**src/rtl/clk_mode_ctrl.sv**
```systemverilog
module clk_mode_ctrl #(
  parameter int SEL_W   = 3,
  parameter int MAX_LOG = 5
) (
  input  logic             clk,
  input  logic             rst_n,
  input  logic [SEL_W-1:0] speed_sel,
  input  logic             bus_end,
  input  logic             sleep_req,
  input  logic             stby_bit,
  input  logic             lowpwr_bit,
  input  logic             irq,
  output logic             master_en,
  output logic             sleeping,
  output logic             periph_en,
  output logic [1:0]       mode
);
  localparam int CNT_W = MAX_LOG;
  localparam logic [1:0] M_FULL  = 2'b00;
  localparam logic [1:0] M_DIV   = 2'b01;
  localparam logic [1:0] M_SLEEP = 2'b10;

  logic [SEL_W-1:0] cur_code;
  logic             asleep;
  logic [CNT_W-1:0] cnt, cnt_max, cnt_adv;
  logic             sleep_go, wake, apply;

  function automatic logic [CNT_W-1:0] last_count(input logic [SEL_W-1:0] c);
    int sh;
    sh = (int'(c) > MAX_LOG) ? MAX_LOG : int'(c);
    return (sh == 0) ? '0 : CNT_W'((1 << sh) - 1);
  endfunction

  assign cnt_max  = last_count(cur_code);
  assign cnt_adv  = (cnt >= cnt_max) ? '0 : cnt + 1'b1;
  assign sleep_go = !asleep && sleep_req && !stby_bit && !lowpwr_bit;
  assign wake     = asleep && irq;
  assign apply    = !asleep && !sleep_go && bus_end;

  always_ff @(posedge clk) begin
    if (!rst_n) begin
      cur_code <= '0;
      asleep   <= 1'b0;
      cnt      <= '0;
    end else if (sleep_go) begin
      asleep <= 1'b1;
    end else if (wake) begin
      asleep <= 1'b0;
      cnt    <= '0;
    end else if (apply) begin
      cur_code <= speed_sel;
      cnt      <= (speed_sel != cur_code) ? '0 : cnt_adv;
    end else begin
      cnt <= cnt_adv;
    end
  end

  assign mode      = asleep ? M_SLEEP : ((cur_code == '0) ? M_FULL : M_DIV);
  assign master_en = !asleep && ((cur_code == '0) || (cnt == '0));
  assign sleeping  = asleep;
  assign periph_en = 1'b1;

  a_r2_code_on_bus_end: assert property (@(posedge clk) disable iff (!rst_n)
    (cur_code != $past(cur_code)) |-> $past(bus_end));

  a_r7_sleep_qualified: assert property (@(posedge clk) disable iff (!rst_n)
    $rose(sleeping) |-> $past(sleep_req && !stby_bit && !lowpwr_bit));

  a_r7_no_master_in_sleep: assert property (@(posedge clk) disable iff (!rst_n)
    (sleeping && $past(sleeping)) |-> !master_en);

  a_r9_wake_restores: assert property (@(posedge clk) disable iff (!rst_n)
    $fell(sleeping) |-> ($past(irq) && $stable(cur_code) && mode != M_SLEEP));

  a_r4_single_pulse: assert property (@(posedge clk) disable iff (!rst_n)
    (mode == M_DIV && $past(mode) == M_DIV && $past(master_en) && $stable(cur_code))
      |-> !master_en);
endmodule

```
**config.mk**
```make
export PLATFORM = sky130hd
export DESIGN_NAME = clk_mode_ctrl
export DESIGN_NICKNAME = d
export VERILOG_FILES = /design/src/rtl/clk_mode_ctrl.sv
export SDC_FILE = /design/constraint.sdc
export NUM_CORES = 1
export LEC_CHECK = 0
export ABC_CLOCK_PERIOD_IN_PS = 2300
export BUFFER_PORTS_ARGS = -buffer_cell sky130_fd_sc_hd__buf_4
export CAP_MARGIN = 10
export CORE_MARGIN = 3
export CORE_UTILIZATION = 40
export DETAILED_ROUTE_END_ITERATION = 16
export PLACE_DENSITY = 0.62
export SKIP_CTS_REPAIR_TIMING = 1
export SLEW_MARGIN = 40
export SYNTH_ARGS = -nofsm -noshare
export SYNTH_HDL_FRONTEND = slang
export SYNTH_SLANG_ARGS = --single-unit
```
**constraint.sdc**
```tcl
create_clock -name clk -period 2.3 [get_ports clk]
set_input_delay 0.575 -clock clk [delete_from_list [all_inputs] [get_ports clk]]
set_output_delay 0.575 -clock clk [all_outputs]
set_load 0.05 [all_outputs]
```
Word level (Yosys, flattened, before mapping)
Cells that the tools add are included.
{ "word_totals": {"register_bits": 9, "inputBits": 10} }
{ "op_classes": {"n_reduce_logical": 17, "n_shift": 1, "addsub": 2, "n_lt_le_gt_ge": 2, "n_eq_ne": 1, "mux": 10, "bitwise_logic": 2} }
{ "op_table": {"columns": ["operator", "n"], "rows": [
  ["32-bit zero test", 1],
  ["5-bit two-way mux", 5],
  ["1-bit logical AND", 7],
  ["5-bit by 1-bit adder with 5-bit output (second input constant)", 1],
  ["5-bit greater-or-equal comparator", 1],
  ["5-bit zero test", 1],
  ["1-bit by 3-bit left shift with 5-bit output (first input constant)", 1],
  ["5-bit by 2-bit subtractor with 5-bit output (second input constant)", 1],
  ["1-bit zero test", 4],
  ["3-bit greater-than comparator (second input constant)", 1],
  ["3-bit zero test", 1],
  ["1-bit two-way mux", 3],
  ["3-bit two-way mux", 1],
  ["3-bit inequality test", 1],
  ["3-bit AND reduction", 1],
  ["2-bit two-way mux", 1],
  ["1-bit NOT", 2],
  ["2-bit nonzero test", 1],
  ["1-bit logical OR", 1]
]} }

Logic depth before layout (Yosys ltp)
{ "logic_depth": {"depth_word": 10, "mapped_depth": 7, "mapped_depth_nobuf": 7} }

Least setup slack after synthesis
Ideal clock, no wire load.
{ "synth_timing": {"path_kind": "register -> output", "startpoint": "register cnt[0]", "endpoint": "output master_en", "slack_ns": -0.025, "required_time_ns": 1.725, "arrival_ns": 1.750, "stages_incl_launch_ff": 5, "n_path_buf": 0, "path_cell_list": "dfxtp_1 inv_1 ha_1 or4b_1 a21oi_1"} }
{ "synth_between": {"elab_chain_len": 3} }
{ "synth_rtl": {"columns": ["element", "line_no", "text"], "rows": [
  ["start, declared", "25", "logic [CNT_W-1:0] cnt, cnt_max, cnt_adv;"],
  ["start signal, assigned", "52", "cnt <= (speed_sel != cur_code) ? '0 : cnt_adv;"],
  ["start signal, assigned", "54", "cnt <= cnt_adv;"],
  ["5-bit zero test", "59", "assign master_en = !asleep && ((cur_code == '0) || (cnt == '0));"],
  ["1-bit logical OR", "59", null],
  ["1-bit logical AND", "59", null],
  ["end, declared", "13", "output logic master_en,"]
]} }
Every way passes these cells.

Final worst setup path
Same ends and word-level chain as after synthesis.

==> impl_results.md <==
* Area of the multi-input gates at about 430 um^2
* First-pass GRT wire length at between 2 and 2.5 mm
* F_max at 459 MHz
* Synthesis Warnings at 0
* Fillcell total at 136
* Syn_nets at 91
* Yosys cell types at 25
* Top-area cell type share of the netlist area at 0.283
* Post-synthesis sequential area ratio at 0.283
* Htree depth at 1
* Vias at 600
* Grt total ovfl at 0
* Final TNS setup at 0 ns
* Reg2Reg Setup Slack at 0.17 ns
* Share of power burned in registers at 0.397
* Outcome: completed
* Num CTS Buffers at 3
* Hold Path Class: register to register
* CP Launch Type: register
* Psw at 0.149 mW
* Die area at 2110 um^2
* Area contributors post-synth: dfxtp_1 (28%), ha_1 (14%), nor2b_1 (5.9%)
* Avg Cell Area, Syn at about 8.6 um^2
* WL final at 1.41 mm
* Largest net degree at the start of global routing at 9
* Area grow syn2layout at 23.6%
* Antenna diode count at 0
* RR Endpoint: cnt[4]
* Sw frac at 0.338
* Fraction of layout cells with a size suffix above 1 at 0.242
* Period Utilization, post-route at 0.946
* Internal power at a little under 0.3 mW
* Crit-path max FO at 4
* Core area at about 1400 um^2
* Nets at approximately 110
* Max IR drop VDD at approximately 260 uV
* Setup crit end kind: primary output
* Hold Vio Cnt, Final at 0
* Clk Latency, worst-skew pair at 0.27 ns
* Vias in the first global route at 545
* Clock Tree Buf Depth at 2
* RSZ-0062 raised after global routing: false
* DR WL/cell at about 13 um
* Die Y at 45.9 um
* PortBufs at 13
* Slew Viols, Final at 0
* Pleak at 0.355 nW
* Final Skew at 0.0118 ns
* Worst Setup EP: master_en
* Root Driver: clkbuf_4
* Crit Reg-Reg Startpoint: cur_code[2]
* Top cell type by total area after synthesis: dfxtp_1
* WP data required at around 1.7 ns
* PwrDens at ~560 nW/um^2
* CTS tree: built
* Die span in x at 45.9 um
* Cell Area, Synth at approximately 640 um^2
* Clk pwr share at 0.285
* Hold slack final at 0.504 ns
* Mapped Cells at 74
* CTS clk-pin slew, worst paths at 0.06 ns
* Comb pwr share at 0.318
* Row Count at 13
* Final setup violation count at 0
* Minimum clock period after layout at between 2 and 2.5 ns
* # IOs at 15
* Clock Sinks at 9
* Yosys reg bits at 9
* DRC Markers at 0
* Avg Vias per Cell at 5.66
* Final ANT Viol Nets at 0
* Crit path DAT at 1.60 ns
* FF-to-FF path depth at 7
* Tot GR Track Use at 0.157
* Crit path kind: register to primary output
* Reg area at approximately 180 um^2
* DRT iter0 DRCs at 11
* Initial antenna violation count at 0
* MaxCap Viol Count at 0
* Starting Density at 0.455
* DR pass1 iterations at 4
* GP Congestion at 0.753
* Worst Setup SP: cnt[0]
* DP Wirelength at around 1.1 mm
[worst max-delay path, cell delays in order, from the launching register on]
cell     delay (ns)
dfxtp_1        0.34
inv_2          0.08
ha_1           0.13
or4b_1         0.46
a21oi_2        0.17
buf_6          0.17
[synth_stat cells]
cell	count
nor2_1	7
ha_1	7
nand2b_1	1
o21ai_0	2
mux2i_1	3
inv_1	4
dfxtp_1	9
o21a_1	1
a32oi_1	1
or3_1	1
or4b_1	1
buf_4	2
a221o_1	1
o31ai_1	1
nand4_1	2
o2111ai_1	1
nand2_1	5
nand3_1	6
a311oi_4	1
a31oi_1	2
xor2_1	3
nor4b_2	1
conb_1	1
a21oi_1	5
nor2b_1	6
[layout by cell type (no fill, tap or decap), types with 2 or more instances in the layout]
cell and instances:
a31oi_1 2, mux2i_1 3, buf_4 14, clkbuf_4 3, nand2_1 5, xor2_1 3
nand4_1 2, nor2_1 7, nand3_1 6, a21oi_1 4, dfxtp_1 9, inv_1 3
nor2b_1 6, ha_1 7
[cells by family (layout without fill, tap and decap cells)]
group | count (synthesis) | after routing | share of synthesized area
flip-flops | 9 | 9 | 0.283
XOR/XNOR | 3 | 3 | 0.0413
buffers and inverters | 6 | 23 | 0.0471
AO/OA/AOI/OAI | 15 | 15 | 0.183
AND/OR/NAND/NOR | 30 | 30 | 0.255
multiplexers | 3 | 3 | 0.0472
other | 1 | 1 | 0.00589
adder cells (fa/ha/maj) | 7 | 7 | 0.138
[per-stage QoR]
step                      worst slack (ns)   util  power, mW  std cells  cell area, um^2
after floorplan                      0.255      -      0.274         74              641
after global placement               0.193  0.541      0.314        102              757
after detailed placement             0.102  0.541      0.316        102              757
after CTS                           0.0635  0.560      0.442        106              783
after global routing                0.0246  0.563      0.468        106              787
final                                0.124  0.563      0.439        106              787
[power groups by stage]
| stage | clock, mW | sequential [mW] | combinational [mW] |
|---|---|---|---|
| after floorplan | 0 | 0.177 | 0.0967 |
| after global placement | 0 | 0.177 | 0.137 |
| after detailed placement | 0 | 0.177 | 0.138 |
| after CTS | 0.130 | 0.174 | 0.139 |
| after global routing | 0.140 | 0.175 | 0.153 |
| final | 0.125 | 0.174 | 0.139 |
[layer usage]
layer,track usage,vias to the layer above,wire [um]
li1,-,301,-
met4,0.0682,0,11
met1,0.184,280,671
met5,0,-,0
met2,0.253,17,641
met3,0.0593,2,84
[how the worst min path moves through the flow]
stage | slack (ns) | endpoint | cells past startpoint | start
final | 0.50 | cnt[0] | 2 | cnt[0]
after global routing | 0.52 | cnt[0] | 2 | cnt[0]
after CTS | 0.49 | cnt[0] | 2 | cnt[0]
after detailed placement | 0.48 | cnt[0] | 2 | cnt[0]
after global placement | 0.48 | cnt[0] | 2 | cnt[0]
after floorplan | 0.46 | cnt[0] | 2 | cnt[0]
[sequential cells by signal, summed over array words and instances, names as in the netlist]
| signal | flops |
|---|---|
| cnt | 5 |
| cur_code | 3 |
| sleeping | 1 |
[cell type report]
| class | instances | area share |
|---|---|---|
| clock buffer | 4 | 0.0334 |
| inverter | 4 | 0.0191 |
| multi-input combinational | 59 | 0.547 |
| sequential | 9 | 0.229 |
| tap | 15 | 0.0238 |
| timing repair buffer | 15 | 0.148 |
No activity file was read; power rests on OpenSTA's default activity.
